**config.mk**
```make
export PLATFORM = sky130hd
export DESIGN_NAME = sdram_refresh_sched
export DESIGN_NICKNAME = d
export VERILOG_FILES = /design/src/rtl/sched_pkg.sv /design/src/rtl/sched_tick_gen.sv /design/src/rtl/sched_ref_fsm.sv /design/src/rtl/sched_sweep_ctr.sv /design/src/rtl/sdram_refresh_sched.sv
export SDC_FILE = /design/constraint.sdc
export NUM_CORES = 1
export LEC_CHECK = 0
export ABC_AREA = 1
export BUFFER_PORTS_ARGS = -buffer_cell sky130_fd_sc_hd__buf_2
export CAP_MARGIN = 20
export CORE_MARGIN = 1
export CORE_UTILIZATION = 50
export CTS_BUF_LIST = sky130_fd_sc_hd__clkbuf_4 sky130_fd_sc_hd__clkbuf_8
export CTS_CLUSTER_DIAMETER = 200
export DETAILED_ROUTE_END_ITERATION = 6
export MAX_ROUTING_LAYER = met4
export PLACE_DENSITY_LB_ADDON = 0.3
export SLEW_MARGIN = 20
export SYNTH_ARGS = -nofsm -noshare
export SYNTH_HDL_FRONTEND = slang
export SYNTH_SLANG_ARGS = --single-unit
```
**constraint.sdc**
```tcl
create_clock -name clk -period 2.84 [get_ports clk]
set_input_delay 0.71 -clock clk [delete_from_list [all_inputs] [get_ports clk]]
set_output_delay 0.71 -clock clk [all_outputs]
set_load 0.02 [all_outputs]
```
**src/rtl/sched_pkg.sv**
```systemverilog
package sched_pkg;
  typedef enum logic [1:0] {
    ST_IDLE = 2'd0,
    ST_REQ  = 2'd1,
    ST_PRE  = 2'd2,
    ST_RFC  = 2'd3
  } sched_st_t;
endpackage

```
**src/rtl/sched_tick_gen.sv**
```systemverilog
module sched_tick_gen #(
  parameter int DIV_W = 16
) (
  input  logic             clk,
  input  logic             rst,
  input  logic [DIV_W-1:0] interval_cfg,
  output logic             tick
);
  logic [DIV_W-1:0] div_cnt;
  logic [DIV_W-1:0] last_val;

  // An interval of 0 behaves like an interval of 1.
  assign last_val = (interval_cfg == '0) ? '0 : interval_cfg - 1'b1;

  always_ff @(posedge clk) begin
    if (rst) begin
      div_cnt <= '0;
      tick    <= 1'b0;
    end else if (div_cnt >= last_val) begin
      div_cnt <= '0;
      tick    <= 1'b1;
    end else begin
      div_cnt <= div_cnt + 1'b1;
      tick    <= 1'b0;
    end
  end
endmodule

```
**src/rtl/sched_ref_fsm.sv**
```systemverilog
module sched_ref_fsm
  import sched_pkg::*;
#(
  parameter int NUM_BANKS = 4,
  parameter int TRFC_W    = 8,
  parameter int PEND_MAX  = 8
) (
  input  logic                 clk,
  input  logic                 rst,
  input  logic                 tick,
  input  logic [TRFC_W-1:0]    trfc_cfg,
  input  logic [NUM_BANKS-1:0] bank_idle,
  input  logic                 ref_gnt,
  output logic                 ref_req,
  output logic                 pre_all_cmd,
  output logic                 ref_cmd,
  output logic                 cmd_block
);
  localparam int PEND_W = $clog2(PEND_MAX + 1);
  localparam logic [PEND_W-1:0] PEND_TOP = PEND_W'(PEND_MAX);

  sched_st_t         st;
  logic [PEND_W-1:0] pend;
  logic [TRFC_W-1:0] rfc_cnt;
  logic              all_idle;
  logic              issue_ref;
  logic              issue_pre;
  logic              pend_inc;

  assign all_idle  = &bank_idle;
  assign issue_ref = ref_gnt && all_idle && (st == ST_REQ || st == ST_PRE);
  assign issue_pre = ref_gnt && !all_idle && (st == ST_REQ);
  assign pend_inc  = tick && (pend != PEND_TOP);

  always_ff @(posedge clk) begin
    if (rst) begin
      pend <= '0;
    end else begin
      case ({pend_inc, issue_ref})
        2'b10:   pend <= pend + 1'b1;
        2'b01:   pend <= pend - 1'b1;
        default: pend <= pend;
      endcase
    end
  end

  always_ff @(posedge clk) begin
    if (rst) begin
      st          <= ST_IDLE;
      ref_req     <= 1'b0;
      pre_all_cmd <= 1'b0;
      ref_cmd     <= 1'b0;
      cmd_block   <= 1'b0;
      rfc_cnt     <= '0;
    end else begin
      pre_all_cmd <= 1'b0;
      ref_cmd     <= 1'b0;
      unique case (st)
        ST_IDLE: begin
          if (pend != '0) begin
            st      <= ST_REQ;
            ref_req <= 1'b1;
          end
        end
        ST_REQ, ST_PRE: begin
          if (issue_ref) begin
            st        <= ST_RFC;
            ref_cmd   <= 1'b1;
            cmd_block <= 1'b1;
            rfc_cnt   <= (trfc_cfg == '0) ? TRFC_W'(1) : trfc_cfg;
          end else if (issue_pre) begin
            st          <= ST_PRE;
            pre_all_cmd <= 1'b1;
          end
        end
        ST_RFC: begin
          if (rfc_cnt <= TRFC_W'(1)) begin
            st        <= ST_IDLE;
            cmd_block <= 1'b0;
            ref_req   <= 1'b0;
          end else begin
            rfc_cnt <= rfc_cnt - 1'b1;
          end
        end
        default: st <= ST_IDLE;
      endcase
    end
  end
endmodule

```
**src/rtl/sched_sweep_ctr.sv**
```systemverilog
module sched_sweep_ctr #(
  parameter int SWEEP_COUNT = 4096,
  parameter int CNT_W       = $clog2(SWEEP_COUNT)
) (
  input  logic             clk,
  input  logic             rst,
  input  logic             ref_cmd,
  output logic [CNT_W-1:0] ref_count,
  output logic             sweep_done
);
  localparam logic [CNT_W-1:0] LAST = CNT_W'(SWEEP_COUNT - 1);

  always_ff @(posedge clk) begin
    if (rst) begin
      ref_count  <= '0;
      sweep_done <= 1'b0;
    end else if (ref_cmd) begin
      if (ref_count == LAST) begin
        ref_count  <= '0;
        sweep_done <= 1'b1;
      end else begin
        ref_count  <= ref_count + 1'b1;
        sweep_done <= 1'b0;
      end
    end else begin
      sweep_done <= 1'b0;
    end
  end
endmodule

```
**src/rtl/sdram_refresh_sched.sv**
```systemverilog
module sdram_refresh_sched #(
  parameter int NUM_BANKS   = 4,
  parameter int DIV_W       = 16,
  parameter int TRFC_W      = 8,
  parameter int PEND_MAX    = 8,
  parameter int SWEEP_COUNT = 4096,
  parameter int CNT_W       = $clog2(SWEEP_COUNT)
) (
  input  logic                 clk,
  input  logic                 rst,
  input  logic [DIV_W-1:0]     interval_cfg,
  input  logic [TRFC_W-1:0]    trfc_cfg,
  input  logic [NUM_BANKS-1:0] bank_idle,
  input  logic                 ref_gnt,
  output logic                 ref_req,
  output logic                 pre_all_cmd,
  output logic                 ref_cmd,
  output logic                 cmd_block,
  output logic [CNT_W-1:0]     ref_count,
  output logic                 sweep_done
);
  logic tick;

  sched_tick_gen #(.DIV_W(DIV_W)) u_tick (
    .clk          (clk),
    .rst          (rst),
    .interval_cfg (interval_cfg),
    .tick         (tick)
  );

  sched_ref_fsm #(
    .NUM_BANKS (NUM_BANKS),
    .TRFC_W    (TRFC_W),
    .PEND_MAX  (PEND_MAX)
  ) u_fsm (
    .clk         (clk),
    .rst         (rst),
    .tick        (tick),
    .trfc_cfg    (trfc_cfg),
    .bank_idle   (bank_idle),
    .ref_gnt     (ref_gnt),
    .ref_req     (ref_req),
    .pre_all_cmd (pre_all_cmd),
    .ref_cmd     (ref_cmd),
    .cmd_block   (cmd_block)
  );

  sched_sweep_ctr #(
    .SWEEP_COUNT (SWEEP_COUNT),
    .CNT_W       (CNT_W)
  ) u_sweep (
    .clk        (clk),
    .rst        (rst),
    .ref_cmd    (ref_cmd),
    .ref_count  (ref_count),
    .sweep_done (sweep_done)
  );
endmodule

```
* Word level (Yosys, flattened, before mapping) *
Index checks and enable logic that the tools add are counted.

storage, ports and cells
  input port bits = 31
  register bits after elaboration = 48
  word-level logic and storage cells = 78

operators by class
  add/subtract/negate cells = 6
  $lt $le $gt $ge = 2
  mux-type cells = 21
  equality and inequality tests = 12
  reduce and logical (&&, ||, !) cells = 24
  bitwise operators = 2

operator list
  cell                                                                              count
  8-bit two-way mux                                                                 3
  16-bit by 1-bit adder with 16-bit output, second input constant                   1
  16-bit >= comparator                                                              1
  16-bit zero test                                                                  1
  16-bit two-way mux                                                                1
  8-bit one-hot mux with 2 select lines                                             1
  16-bit by 1-bit subtractor with 16-bit output, second input constant              1
  12-bit by 1-bit adder with 12-bit output, second input constant                   1
  12-bit equality test, second input constant                                       1
  12-bit two-way mux                                                                1
  3-bit AND reduction                                                               4
  8-bit by 1-bit less-or-equal comparator with 1-bit output, second input constant  1
  8-bit zero test                                                                   1
  2-bit two-way mux                                                                 4
  4-bit one-hot mux with 2 select lines                                             1
  2-bit OR reduction                                                                4
  8-bit by 1-bit subtractor with 8-bit output, second input constant                1
  1-bit two-way mux                                                                 7
  2-bit equality test, second input constant                                        3
  2-bit by 1-bit inequality test with 1-bit output, second input constant           3
  2-bit one-hot mux with 3 select lines                                             1
  2-bit nonzero test                                                                3
  1-bit logical AND                                                                 5
  4-bit by 1-bit adder with 4-bit output, second input constant                     1
  other kinds (13)                                                                  16

* Depth between registers and ports, before layout *
Gate-level depths: netlist of the first run.

  depth after elaboration = 7
  depth in mapped cells = 17
  depth with buffers taken out = 16

* Modules after synthesis *
A second synthesis of the first run with hierarchy kept.

unflattened totals
  cells, all modules = 545
  area total of the unflattened synthesis = 3582.2 um^2

modules (own cells, without submodules)
  module           times used  cells an instance  area each (um^2)  seq. area each (um^2)
  sched_tick_gen   1           265                1737.9            340.3
  sched_ref_fsm    1           189                1178.6            360.3
  sched_sweep_ctr  1           91                 665.6             260.2

* Worst setup path after synthesis of the first run *
OpenSTA, ideal clock, no wires.

  path type = input-to-reg
  start = in interval_cfg[0]
  end = reg u_tick.div_cnt[10]
  setup time = 0.121 ns
  path buffers = 1
  required time = 2.719 ns
  setup slack = 0.124 ns
  stages on the path = 16
  arrival = 2.595 ns
  path through = inv_1 -> ha_1 -> inv_1 -> nor2_2 -> inv_2 -> nor3_1 -> or2_1 -> nand3_1 -> ha_1 -> nand2_1 -> o21bai_2 -> a21oi_2 -> nor2_2 -> nand3_4 -> buf_8 -> nor2_4

between the ends
  cells in the longest elaborated chain, start to end = 4
  elaborated cells on any way between the ends = 5

RTL lines
  element                                                                            RTL line                   RTL
  from (decl)                                                                        sdram_refresh_sched.sv:11  input logic [DIV_W-1:0] interval_cfg,
  16-bit by 1-bit subtractor with 16-bit output or 16-bit zero test (tied branches)  sched_tick_gen.sv:13       assign last_val = (interval_cfg == '0) ? '0 : interval_cfg - 1'b1;
  16-bit two-way mux (*)                                                             sched_tick_gen.sv:13
  16-bit >= comparator (*)                                                           sched_tick_gen.sv:19       end else if (div_cnt >= last_val) begin
  2-bit OR reduction (no line) (*)                                                   -
  to (signal assigned)                                                               sched_tick_gen.sv:23       div_cnt <= div_cnt + 1'b1;
  to (decl)                                                                          sched_tick_gen.sv:9        logic [DIV_W-1:0] div_cnt;

Every way passes the cells marked *; elsewhere a longest branch is shown, timed or not.
A chain may end at the register's enable or synchronous reset.

* Worst setup path after layout of the first run *
  start = in interval_cfg[0]
  end = reg u_tick.div_cnt[0]

The elaborated chain is that of the path after synthesis.

==> run_summary.xml, run 1 <==
<?xml version="1.0" encoding="UTF-8"?>
<metrics>
  <group name="layout">
    <metric name="final_cell_mix" unit="">sky130_fd_sc_hd__nand2_1, sky130_fd_sc_hd__inv_1, sky130_fd_sc_hd__nor2_1, sky130_fd_sc_hd__dfxtp_1, sky130_fd_sc_hd__buf_2</metric>
    <metric name="finish.instance_area" unit="um^2">4194</metric>
    <metric name="layout-area-overhead-vs-synth" unit="%">16.51</metric>
    <metric name="ff_latch_area" unit="um^2">960.9</metric>
    <metric name="drive_gt1_share" unit="%">26.94</metric>
    <metric name="multi_input_area" unit="um^2">2351</metric>
    <metric name="design.final.nets" unit="">629</metric>
    <metric name="mostFrequentLayoutCell" unit="">sky130_fd_sc_hd__nand2_1</metric>
    <metric name="fillers" unit="">645</metric>
    <metric name="antenna-diode-count" unit="">0</metric>
  </group>
  <group name="critical_path">
    <metric name="crit_start_category" unit="">primary input</metric>
    <metric name="critPathKind" unit="">primary input to register</metric>
    <metric name="worst-r2r-setup-slack" unit="ns">0.50</metric>
    <metric name="crit_required" unit="ns">3.08</metric>
    <metric name="path_max_fanout" unit="">10</metric>
    <metric name="r2r_start" unit="">u_fsm.st[1]$_SDFFE_PP0P_</metric>
    <metric name="rr_worst_depth" unit="">14</metric>
    <metric name="capturing_point_of_the_worst_reg2reg_path" unit="">u_fsm.pend[3]$_SDFFE_PP0P_</metric>
    <metric name="worst-endpoint-arrival" unit="ns">2.92</metric>
    <metric name="crit_start" unit="">interval_cfg[0]</metric>
    <metric name="setup.worst_path.end_class" unit="">register</metric>
  </group>
  <group name="global_routing">
    <metric name="grt_util_all_layers" unit="%">21.51</metric>
    <metric name="grt_max_degree" unit="">17</metric>
    <metric name="first_global_vias" unit="">2925</metric>
    <metric name="globalRoute.totalOverflow" unit="">0</metric>
    <metric name="wire_length_of_the_first_global_routing_pass" unit="mm">12.72</metric>
    <metric name="antenna_violations_before_repair" unit="">0</metric>
  </group>
  <group name="drt">
    <metric name="drt-initial-drc-count" unit="">115</metric>
    <metric name="first_pass_iters" unit="">5</metric>
    <metric name="final_antenna_net_count" unit="">0</metric>
    <metric name="post_drt_wl_per_cell" unit="um">11.29</metric>
    <metric name="avgViaCountPerCell" unit="">5.006</metric>
    <metric name="detail_route.drc_violations" unit="">0</metric>
    <metric name="totalWireLength" unit="mm">7.498</metric>
    <metric name="vias" unit="">3324</metric>
  </group>
  <group name="worst_hold_path">
    <metric name="timing.hold.worst.class" unit="">register to register</metric>
    <metric name="worstHoldPathCells" unit="">2</metric>
    <metric name="hold-path-endpoint" unit="">u_fsm.cmd_block$_SDFFE_PP0P_</metric>
    <metric name="min_from" unit="">u_fsm.cmd_block$_SDFFE_PP0P_</metric>
  </group>
  <group name="floorplan">
    <metric name="core_region_area" unit="um^2">6869</metric>
    <metric name="initial_core_util" unit="%">52.40</metric>
    <metric name="dieArea" unit="um^2">7543</metric>
    <metric name="fp-row-count" unit="">30</metric>
    <metric name="die_h" unit="um">86.85</metric>
    <metric name="ios" unit="">48</metric>
    <metric name="die-width" unit="um">86.85</metric>
  </group>
  <group name="synth">
    <metric name="syn_inst" unit="">502</metric>
    <metric name="yosys_warnings" unit="">0</metric>
    <metric name="synth_top_cell_by_area" unit="">sky130_fd_sc_hd__dfxtp_1</metric>
    <metric name="syn_area_per_cell" unit="um^2">7.171</metric>
    <metric name="yosys_reg_bits" unit="">48</metric>
    <metric name="netlist.area_leader.share" unit="%">26.69</metric>
    <metric name="biggest_area_contributors_in_the_synthesized_netlist" unit="">sky130_fd_sc_hd__dfxtp_1, sky130_fd_sc_hd__ha_1, sky130_fd_sc_hd__nand2_1</metric>
    <metric name="fraction_of_the_yosys_area_taken_by_sequential_cells" unit="%">26.69</metric>
    <metric name="ys_types" unit="">40</metric>
    <metric name="postSynthNetCount" unit="">564</metric>
    <metric name="syn_area" unit="um^2">3600</metric>
  </group>
  <group name="power">
    <metric name="worst_vdd_ir" unit="mV">0.2456</metric>
    <metric name="power.density" unit="nW/um^2">513.0</metric>
    <metric name="power.leakage" unit="nW">1.862</metric>
  </group>
  <group name="clock_tree">
    <metric name="ctsLongestPathBuffers" unit="">2</metric>
    <metric name="worst_skew_pair.late_latency" unit="ns">0.31</metric>
    <metric name="tritoncts.num_buffers" unit="">5</metric>
    <metric name="clock_tree.htree_level_count" unit="">2</metric>
    <metric name="cts_sinks" unit="">48</metric>
    <metric name="tritoncts" unit="">built</metric>
    <metric name="clock_input_transition_at_the_sequential_cells_of_the_worst_setup_and_hold_paths" unit="ns">0.09</metric>
    <metric name="clock_tree.root_cell" unit="">sky130_fd_sc_hd__clkbuf_8</metric>
  </group>
  <group name="placed_design">
    <metric name="dp_slack" unit="ns">-0.1651</metric>
    <metric name="place_congestion" unit="">0.9228</metric>
    <metric name="place_hpwl" unit="mm">6.063</metric>
    <metric name="placed_cell_area" unit="um^2">4064</metric>
    <metric name="port_buffers" unit="">47</metric>
  </group>
  <group name="sta">
    <metric name="finalClockSkew" unit="ns">0.01434</metric>
    <metric name="grt_setup_unrepaired" unit="">false</metric>
    <metric name="timing_limited_maximum_frequency" unit="GHz">0.3730</metric>
    <metric name="finalHoldViolations" unit="">0</metric>
    <metric name="slew_headroom" unit="%">63.93</metric>
    <metric name="setup_ws_final" unit="ns">0.1593</metric>
    <metric name="tns" unit="ns">0</metric>
    <metric name="final.period_utilization" unit="%">94.39</metric>
    <metric name="timing.final.setup_violations" unit="">0</metric>
    <metric name="worstMarginPinSlew" unit="ns">0.5404</metric>
    <metric name="maxSlewViolCount" unit="">0</metric>
    <metric name="layout_min_cycle_time" unit="ns">2.681</metric>
  </group>
  <group name="outcome">
    <metric name="outcome" unit="">complete, no violations</metric>
  </group>
  <group name="job">
    <metric name="max-cap-violations" unit="">0</metric>
  </group>
</metrics>
==> area by class of cell <==
class / instances / area share [%]
multi-input cells: 378 / 56.06
flip-flops and latches: 48 / 22.91
repair buffers: 63 / 9.069
inverters: 71 / 6.354
well taps: 96 / 2.864
clock buffers: 5 / 1.641
clock inverters: 3 / 1.104
==> worst max path at each step <==
| stage | to | slack, ns |
|---|---|---|
| 2_1_floorplan | u_tick.div_cnt[10]$_SDFF_PP0_ | 0.12 |
| 3_3_place_gp | u_tick.div_cnt[0]$_SDFF_PP0_ | -0.06 |
| 3_5_place_dp | u_tick.div_cnt[14]$_SDFF_PP0_ | -0.17 |
| 4_1_cts | u_tick.div_cnt[0]$_SDFF_PP0_ | 0.17 |
| 5_1_grt | u_tick.div_cnt[0]$_SDFF_PP0_ | 0.03 |
| 6_report | u_tick.div_cnt[0]$_SDFF_PP0_ | 0.16 |
==> worst max-delay path, stage by stage <==
cell                      delay (ns)
sky130_fd_sc_hd__buf_2          0.10
sky130_fd_sc_hd__inv_1          0.10
sky130_fd_sc_hd__ha_1           0.16
sky130_fd_sc_hd__inv_1          0.05
sky130_fd_sc_hd__nor4_1         0.27
sky130_fd_sc_hd__nand3_2        0.24
sky130_fd_sc_hd__nand3_1        0.13
sky130_fd_sc_hd__ha_1           0.26
sky130_fd_sc_hd__a21oi_1        0.19
sky130_fd_sc_hd__nand3_1        0.10
sky130_fd_sc_hd__nand2_1        0.06
sky130_fd_sc_hd__nand2_1        0.05
sky130_fd_sc_hd__nand2_1        0.11
sky130_fd_sc_hd__nand3_4        0.11
sky130_fd_sc_hd__buf_12         0.19
sky130_fd_sc_hd__nor2_1         0.07
==> through the flow <==
stage / std cells / hold slack [ns] / utilization (%) / power (mW)
floorplan: 502 / 0.4628 / - / 1.475
global placement: 656 / 0.4511 / 59.16 / 1.629
detailed placement: 656 / 0.4622 / 59.16 / 1.651
CTS: 664 / 0.4748 / 60.84 / 2.166
global route: 664 / 0.5092 / 61.06 / 2.309
finish: 664 / 0.4745 / 61.06 / 2.151
==> Yosys cell counts <==
library cell,instances
sky130_fd_sc_hd__a211oi_2,1
sky130_fd_sc_hd__a21oi_1,22
sky130_fd_sc_hd__a21oi_2,7
sky130_fd_sc_hd__buf_2,2
sky130_fd_sc_hd__buf_4,1
sky130_fd_sc_hd__buf_8,1
sky130_fd_sc_hd__clkbuf_1,1
sky130_fd_sc_hd__dfxtp_1,48
sky130_fd_sc_hd__fa_1,1
sky130_fd_sc_hd__ha_1,30
sky130_fd_sc_hd__inv_1,60
sky130_fd_sc_hd__inv_2,11
sky130_fd_sc_hd__mux2i_1,1
sky130_fd_sc_hd__nand2_1,95
sky130_fd_sc_hd__nand2_2,14
sky130_fd_sc_hd__nand3_1,34
sky130_fd_sc_hd__nand3_2,6
sky130_fd_sc_hd__nand3_4,1
sky130_fd_sc_hd__nand3b_1,3
sky130_fd_sc_hd__nand4_1,8
sky130_fd_sc_hd__nor2_1,57
sky130_fd_sc_hd__nor2_2,13
sky130_fd_sc_hd__nor2_4,13
sky130_fd_sc_hd__nor2_8,1
sky130_fd_sc_hd__nor3_1,8
sky130_fd_sc_hd__nor3_2,4
sky130_fd_sc_hd__nor3_4,1
sky130_fd_sc_hd__nor3b_1,1
sky130_fd_sc_hd__nor4_1,2
sky130_fd_sc_hd__nor4_2,1
sky130_fd_sc_hd__o21a_1,2
sky130_fd_sc_hd__o21ai_0,15
sky130_fd_sc_hd__o21ai_1,3
sky130_fd_sc_hd__o21ai_2,3
sky130_fd_sc_hd__o21bai_1,3
sky130_fd_sc_hd__o21bai_2,1
sky130_fd_sc_hd__or2_1,1
sky130_fd_sc_hd__or2_2,3
sky130_fd_sc_hd__xnor2_1,9
sky130_fd_sc_hd__xor2_1,14
==> cells by family after synthesis <==
group | share of synthesized area, %
and+or+nand+nor | 38.34
buffers and inverters | 8.412
AOI/OAI and AO/OA | 9.697
DFF | 26.69
adders and majority gates | 10.98
xor gates and xnor gates | 5.596
muxes | 0.2781
==> layer usage <==
metal,wire [um],share of wire [%],up-vias,track usage (%)
met5,0,0,-,-
met4,43,0.57,0,5.455
met3,232,3.1,6,3.033
met2,3600,48,63,35.29
met1,3622,48,1516,27.85
li1,-,-,1739,-
==> what timing repair did <==
action	CTS	global route
endpoints found under the setup margin	0	17
hold buffers	0	0
setup buffers	0	0
resized for setup	0	3
hold endpoints to repair	0	0
==> state kept, by name, summed over array words and instances, names as in the netlist <==
signal              count
u_fsm.pend              4
u_fsm.st                2
u_tick.div_cnt         16
u_fsm.ref_req           1
u_fsm.ref_cmd           1
u_fsm.pre_all_cmd       1
u_tick.tick             1
u_fsm.cmd_block         1
u_sweep.sweep_done      1
u_fsm.rfc_cnt           8
u_sweep.ref_count      12
==> power by group <==
group	internal, mW	leakage, nW	switching (mW)
logic	0.315	1.42	0.527
registers	0.737	0.389	0.0618
clock network	0.265	0.0548	0.245
No activity file was read; power rests on OpenSTA's default activity.
==> inputs of run 2 (changes only) <==
--- a/config.mk
+++ b/config.mk
@@ -17,2 +17,3 @@
 export PLACE_DENSITY_LB_ADDON = 0.3
+export RECOVER_POWER = 50
 export SLEW_MARGIN = 20
==> constraint.sdc (replaced) <==
create_clock -name clk -period 2.84 [get_ports clk]
set_input_delay 0.284 -clock clk [delete_from_list [all_inputs] [get_ports clk]]
set_output_delay 0.284 -clock clk [all_outputs]
set_load 0.02 [all_outputs]
==> run_summary.xml, run 2 (synthesis gave the netlist of run 1 again) <==
<?xml version="1.0" encoding="UTF-8"?>
<metrics>
  <group name="power">
    <metric name="power.total" unit="mW">2.117</metric>
    <metric name="power.density" unit="nW/um^2">530.3</metric>
    <metric name="power.leakage" unit="nW">1.696</metric>
    <metric name="worst_vdd_ir" unit="mV">0.2270</metric>
  </group>
  <group name="drt">
    <metric name="totalWireLength" unit="mm">7.176</metric>
    <metric name="drt-initial-drc-count" unit="">138</metric>
    <metric name="first_pass_iters" unit="">5</metric>
    <metric name="post_drt_wl_per_cell" unit="um">11.07</metric>
    <metric name="vias" unit="">3220</metric>
    <metric name="avgViaCountPerCell" unit="">4.969</metric>
    <metric name="final_antenna_net_count" unit="">0</metric>
    <metric name="detail_route.drc_violations" unit="">0</metric>
  </group>
  <group name="placed_design">
    <metric name="place_hpwl" unit="mm">5.742</metric>
    <metric name="place_congestion" unit="">0.8639</metric>
    <metric name="port_buffers" unit="">47</metric>
    <metric name="placed_cell_area" unit="um^2">3919</metric>
  </group>
  <group name="sta">
    <metric name="grt_setup_unrepaired" unit="">false</metric>
    <metric name="maxSlewViolCount" unit="">0</metric>
    <metric name="finalClockSkew" unit="ns">0.007678</metric>
    <metric name="finalHoldViolations" unit="">0</metric>
    <metric name="layout_min_cycle_time" unit="ns">2.457</metric>
    <metric name="final.period_utilization" unit="%">86.51</metric>
    <metric name="timing_limited_maximum_frequency" unit="GHz">0.4070</metric>
    <metric name="slew_headroom" unit="%">67.04</metric>
    <metric name="tns" unit="ns">0</metric>
    <metric name="timing.final.setup_violations" unit="">0</metric>
    <metric name="worstMarginPinSlew" unit="ns">0.4938</metric>
  </group>
  <group name="floorplan">
    <metric name="die_h" unit="um">86.85</metric>
    <metric name="fp-row-count" unit="">30</metric>
    <metric name="die-width" unit="um">86.85</metric>
    <metric name="dieArea" unit="um^2">7543</metric>
    <metric name="initial_core_util" unit="%">52.40</metric>
    <metric name="ios" unit="">48</metric>
    <metric name="core_region_area" unit="um^2">6869</metric>
  </group>
  <group name="layout">
    <metric name="top_regs" unit="">u_tick.div_cnt (16), u_sweep.ref_count (12), u_fsm.rfc_cnt (8)</metric>
    <metric name="largest_register_ff_count" unit="">16</metric>
    <metric name="final_cell_mix" unit="">sky130_fd_sc_hd__nand2_1, sky130_fd_sc_hd__inv_1, sky130_fd_sc_hd__nor2_1, sky130_fd_sc_hd__dfxtp_1, sky130_fd_sc_hd__nand3_1</metric>
    <metric name="design.final.nets" unit="">613</metric>
    <metric name="mostFrequentLayoutCell" unit="">sky130_fd_sc_hd__nand2_1</metric>
    <metric name="layout-area-overhead-vs-synth" unit="%">10.88</metric>
    <metric name="finish.instance_area" unit="um^2">3991</metric>
    <metric name="antenna-diode-count" unit="">0</metric>
    <metric name="post-route-util" unit="%">58.11</metric>
    <metric name="most_flop_heavy_register" unit="">u_tick.div_cnt</metric>
    <metric name="drive_gt1_share" unit="%">19.93</metric>
  </group>
  <group name="global_routing">
    <metric name="globalRoute.totalOverflow" unit="">0</metric>
    <metric name="antenna_violations_before_repair" unit="">0</metric>
    <metric name="wire_length_of_the_first_global_routing_pass" unit="mm">12.24</metric>
    <metric name="grt_max_degree" unit="">17</metric>
    <metric name="first_global_vias" unit="">2842</metric>
    <metric name="grt_util_all_layers" unit="%">20.78</metric>
  </group>
  <group name="outcome">
    <metric name="outcome" unit="">complete, no violations</metric>
  </group>
  <group name="clock_tree">
    <metric name="post-cts-setup-buffer-count" unit="">0</metric>
    <metric name="ctsLongestPathBuffers" unit="">2</metric>
    <metric name="post_cts.resized_instances" unit="">0</metric>
    <metric name="tritoncts" unit="">built</metric>
    <metric name="cts_sinks" unit="">48</metric>
    <metric name="cts.hold.buffers_added" unit="">0</metric>
    <metric name="clock_tree.root_cell" unit="">sky130_fd_sc_hd__clkbuf_8</metric>
    <metric name="tritoncts.num_buffers" unit="">5</metric>
    <metric name="clock_tree.htree_level_count" unit="">2</metric>
    <metric name="clock_input_transition_at_the_sequential_cells_of_the_worst_setup_and_hold_paths" unit="ns">0.09</metric>
    <metric name="worst_skew_pair.late_latency" unit="ns">0.30</metric>
  </group>
  <group name="worst_hold_path">
    <metric name="timing.hold.worst.class" unit="">primary input to register</metric>
    <metric name="worstHoldPathCells" unit="">4</metric>
  </group>
  <group name="critical_path">
    <metric name="path_max_fanout" unit="">16</metric>
    <metric name="rr_worst_depth" unit="">14</metric>
    <metric name="crit_start_category" unit="">primary input</metric>
    <metric name="crit_required" unit="ns">3.07</metric>
    <metric name="worst-endpoint-arrival" unit="ns">2.69</metric>
    <metric name="setup.worst_path.end_class" unit="">register</metric>
    <metric name="critPathKind" unit="">primary input to register</metric>
  </group>
  <group name="job">
    <metric name="max-cap-violations" unit="">0</metric>
  </group>
</metrics>
[run 2: path summary, 6_finish.rpt]
path / start / end / slack, ns
setup / recovery: interval_cfg[0] / u_tick.div_cnt[3]$_SDFF_PP0_ / 0.38
hold / removal: ref_gnt / u_fsm.pre_all_cmd$_SDFF_PP0_ / 0.33
setup reg to reg: u_fsm.st[0]$_SDFFE_PP0P_ / u_fsm.pend[3]$_SDFFE_PP0P_ / 0.44
hold reg to reg: u_fsm.cmd_block$_SDFFE_PP0P_ / u_fsm.cmd_block$_SDFFE_PP0P_ / 0.47
[run 2: routing by layer]
metal / up-vias / share of wire, % / track usage, %
li1: 1714 / - / -
met1: 1453 / 49 / 26.53
met2: 44 / 46 / 34.36
met3: 9 / 2.8 / 2.559
met4: 0 / 1.5 / 6.212
met5: - / 0 / -
[run 2: per-stage QoR]
step	setup slack, ns	instances	hold WS [ns]
final	0.3832	648	0.3308
after global routing	0.1061	648	0.3675
after floorplan	0.5503	502	0.4628
after CTS	0.3883	648	0.3281
after detailed placement	0.09157	640	0.4616
after global placement	0.1564	640	0.4523
[run 2: where the power goes]
group	leakage, nW	total (mW)	internal, mW	switching, mW
clock network	0.0541	0.495	0.261	0.234
registers	0.389	0.802	0.737	0.0655
logic	1.25	0.820	0.300	0.520
total	1.70	2.12	1.30	0.819
[run 2: final cells by class]
class / instances / area [um^2]
tap: 96 / 120.1
inverter: 71 / 266.5
clock buffer: 5 / 68.82
multi-input combinational: 378 / 2318
sequential: 48 / 960.9
clock inverter: 3 / 42.54
timing repair buffer: 47 / 214.0
fill: 657 / 2878
[run 2: worst max-delay path: stages]
cell,delay (ns)
sky130_fd_sc_hd__buf_2,0.10
sky130_fd_sc_hd__inv_1,0.11
sky130_fd_sc_hd__ha_1,0.19
sky130_fd_sc_hd__inv_1,0.07
sky130_fd_sc_hd__nor2_2,0.21
sky130_fd_sc_hd__inv_2,0.10
sky130_fd_sc_hd__nor3_1,0.17
sky130_fd_sc_hd__or2_1,0.13
sky130_fd_sc_hd__nand3_1,0.06
sky130_fd_sc_hd__ha_1,0.29
sky130_fd_sc_hd__nand2_1,0.09
sky130_fd_sc_hd__o21bai_2,0.12
sky130_fd_sc_hd__a21oi_2,0.07
sky130_fd_sc_hd__nor2_2,0.15
sky130_fd_sc_hd__nand3_4,0.33
sky130_fd_sc_hd__nor2_1,0.21
==> inputs of run 3 (changes only) <==
- MAX_ROUTING_LAYER: met4 -> not set
==> run_summary.xml, run 3 (synthesis gave the netlist of run 1 again) <==
<?xml version="1.0" encoding="UTF-8"?>
<metrics>
  <group name="outcome">
    <metric name="outcome" unit="">complete, no violations</metric>
  </group>
  <group name="placed_design">
    <metric name="place_hpwl" unit="mm">5.682</metric>
    <metric name="place_congestion" unit="">0.8895</metric>
    <metric name="placed_cell_area" unit="um^2">3919</metric>
    <metric name="port_buffers" unit="">47</metric>
  </group>
  <group name="global_routing">
    <metric name="met1_resource_use_gr" unit="%">26.59</metric>
    <metric name="first_global_vias" unit="">2919</metric>
    <metric name="globalRoute.busiestLayer" unit="">met2</metric>
    <metric name="groute.layer.met2.usage" unit="%">35.22</metric>
    <metric name="use_met3" unit="%">3.981</metric>
    <metric name="antenna_violations_before_repair" unit="">0</metric>
    <metric name="globalRoute.totalOverflow" unit="">0</metric>
    <metric name="wire_length_of_the_first_global_routing_pass" unit="mm">12.52</metric>
    <metric name="grt_max_degree" unit="">17</metric>
    <metric name="grt_util_all_layers" unit="%">20.50</metric>
  </group>
  <group name="floorplan">
    <metric name="ios" unit="">48</metric>
    <metric name="initial_core_util" unit="%">52.40</metric>
    <metric name="die-width" unit="um">86.85</metric>
    <metric name="core_region_area" unit="um^2">6869</metric>
    <metric name="fp-row-count" unit="">30</metric>
    <metric name="dieArea" unit="um^2">7543</metric>
    <metric name="die_h" unit="um">86.85</metric>
  </group>
  <group name="layout">
    <metric name="drive_gt1_share" unit="%">19.93</metric>
    <metric name="post-route-util" unit="%">57.83</metric>
    <metric name="largest_register_ff_count" unit="">16</metric>
    <metric name="top_regs" unit="">u_tick.div_cnt (16), u_sweep.ref_count (12), u_fsm.rfc_cnt (8)</metric>
    <metric name="fillers" unit="">666</metric>
    <metric name="final_cell_mix" unit="">sky130_fd_sc_hd__nand2_1, sky130_fd_sc_hd__inv_1, sky130_fd_sc_hd__nor2_1, sky130_fd_sc_hd__dfxtp_1, sky130_fd_sc_hd__nand3_1</metric>
    <metric name="mostFrequentLayoutCell" unit="">sky130_fd_sc_hd__nand2_1</metric>
    <metric name="design.final.nets" unit="">613</metric>
    <metric name="layout-area-overhead-vs-synth" unit="%">10.36</metric>
    <metric name="antenna-diode-count" unit="">0</metric>
    <metric name="finish.instance_area" unit="um^2">3973</metric>
    <metric name="most_flop_heavy_register" unit="">u_tick.div_cnt</metric>
  </group>
  <group name="drt">
    <metric name="avgViaCountPerCell" unit="">5.019</metric>
    <metric name="vias" unit="">3252</metric>
    <metric name="totalWireLength" unit="mm">7.308</metric>
    <metric name="first_pass_iters" unit="">4</metric>
    <metric name="post_drt_wl_per_cell" unit="um">11.28</metric>
    <metric name="detail_route.drc_violations" unit="">0</metric>
    <metric name="drt-initial-drc-count" unit="">144</metric>
    <metric name="final_antenna_net_count" unit="">0</metric>
  </group>
  <group name="critical_path">
    <metric name="crit_start_category" unit="">register</metric>
    <metric name="largest_stage_delay_worst_path" unit="ns">0.41</metric>
    <metric name="worst-endpoint-arrival" unit="ns">2.72</metric>
    <metric name="r2r_start" unit="">u_fsm.st[0]$_SDFFE_PP0P_</metric>
    <metric name="setup.worst_path.end_class" unit="">register</metric>
    <metric name="crit_required" unit="ns">3.09</metric>
    <metric name="rr_worst_depth" unit="">13</metric>
    <metric name="path_max_fanout" unit="">4</metric>
    <metric name="worst-r2r-setup-slack" unit="ns">0.37</metric>
    <metric name="critPathKind" unit="">register to register</metric>
    <metric name="slowest_stage" unit="">sky130_fd_sc_hd__dfxtp_1</metric>
    <metric name="critical_path.cell_chain" unit="">inv_1, ha_1, inv_1, nor2_1, ha_1, ha_1, nand2_1, inv_1, o21ai_0, nand3b_1, nand2_1, nand2_1, a21oi_1</metric>
    <metric name="capturing_point_of_the_worst_reg2reg_path" unit="">u_fsm.pend[3]$_SDFFE_PP0P_</metric>
  </group>
  <group name="power">
    <metric name="worst_vdd_ir" unit="mV">0.2192</metric>
    <metric name="power.density" unit="nW/um^2">516.2</metric>
    <metric name="power.leakage" unit="nW">1.682</metric>
    <metric name="power.total" unit="mW">2.051</metric>
  </group>
  <group name="sta">
    <metric name="finalHoldViolations" unit="">0</metric>
    <metric name="slew_headroom" unit="%">66.02</metric>
    <metric name="grt_setup_unrepaired" unit="">false</metric>
    <metric name="maxSlewViolCount" unit="">0</metric>
    <metric name="tns" unit="ns">0</metric>
    <metric name="finalClockSkew" unit="ns">0.01534</metric>
    <metric name="layout_min_cycle_time" unit="ns">2.468</metric>
    <metric name="timing_limited_maximum_frequency" unit="GHz">0.4051</metric>
    <metric name="whs" unit="ns">0.3317</metric>
    <metric name="timing.final.setup_violations" unit="">0</metric>
    <metric name="worstMarginPinSlew" unit="ns">0.5098</metric>
    <metric name="final.period_utilization" unit="%">86.91</metric>
  </group>
  <group name="clock_tree">
    <metric name="cts.hold.buffers_added" unit="">0</metric>
    <metric name="tritoncts.num_buffers" unit="">5</metric>
    <metric name="post-cts-setup-buffer-count" unit="">0</metric>
    <metric name="post_cts.resized_instances" unit="">0</metric>
    <metric name="worst_skew_pair.late_latency" unit="ns">0.31</metric>
    <metric name="clock_tree.root_cell" unit="">sky130_fd_sc_hd__clkbuf_8</metric>
    <metric name="ctsLongestPathBuffers" unit="">2</metric>
    <metric name="clock_tree.htree_level_count" unit="">2</metric>
    <metric name="cts_sinks" unit="">48</metric>
    <metric name="tritoncts" unit="">built</metric>
    <metric name="clock_input_transition_at_the_sequential_cells_of_the_worst_setup_and_hold_paths" unit="ns">0.10</metric>
  </group>
  <group name="worst_hold_path">
    <metric name="hold-path-endpoint" unit="">u_fsm.pre_all_cmd$_SDFF_PP0_</metric>
    <metric name="worstHoldPathCells" unit="">4</metric>
    <metric name="timing.hold.worst.class" unit="">primary input to register</metric>
    <metric name="min_from" unit="">ref_gnt</metric>
  </group>
  <group name="job">
    <metric name="max-cap-violations" unit="">0</metric>
  </group>
</metrics>
## run 3: layout make-up
cell class                 count  area (um^2)  share of cell area, %
timing repair buffer          47        214.0                  5.386
sequential                    48        960.9                  24.19
clock inverter                 3        23.77                 0.5984
tap                           96        120.1                  3.024
clock buffer                   5        68.82                  1.732
multi-input combinational    378         2318                  58.36
inverter                      71        266.5                  6.709
## run 3: through the flow
step	setup WS, ns	std cells
finish	0.3718	648
global route	0.09349	648
CTS	0.3934	648
detailed placement	0.09324	640
global placement	0.1521	640
floorplan	0.5503	502
## run 3: how the worst max path moves through the flow
| stage | from | to | cells past startpoint |
|---|---|---|---|
| after floorplan | interval_cfg[0] | u_tick.div_cnt[10]$_SDFF_PP0_ | 16 |
| after global placement | interval_cfg[0] | u_tick.div_cnt[14]$_SDFF_PP0_ | 16 |
| after detailed placement | interval_cfg[0] | u_tick.div_cnt[0]$_SDFF_PP0_ | 13 |
| after CTS | interval_cfg[0] | u_tick.div_cnt[0]$_SDFF_PP0_ | 13 |
| after global routing | interval_cfg[0] | u_tick.div_cnt[0]$_SDFF_PP0_ | 16 |
| final | u_fsm.st[0]$_SDFFE_PP0P_ | u_fsm.pend[3]$_SDFFE_PP0P_ | 13 |
## run 3: metal layers
metal | share of wire, % | wire (um)
met1 | 49 | 3545
met2 | 46 | 3389
met3 | 4.4 | 319
met4 | 0.74 | 54
met5 | 0 | 0
## run 3: worst max-delay path, delay by kind of cell (launching register included)
kind / cells / cell delay [ns]
AOI/OAI and AO/OA: 2 / 0.32
buffers and inverters: 3 / 0.22
adders and majority gates: 3 / 0.90
and+or+nand+nor: 5 / 0.55
DFF: 1 / 0.41
## run 3: power breakdown
group	leakage (nW)	switching, mW	internal [mW]	total [mW]
clock	0.0404	0.246	0.175	0.421
combinational	1.25	0.526	0.300	0.825
sequential	0.389	0.0677	0.737	0.804
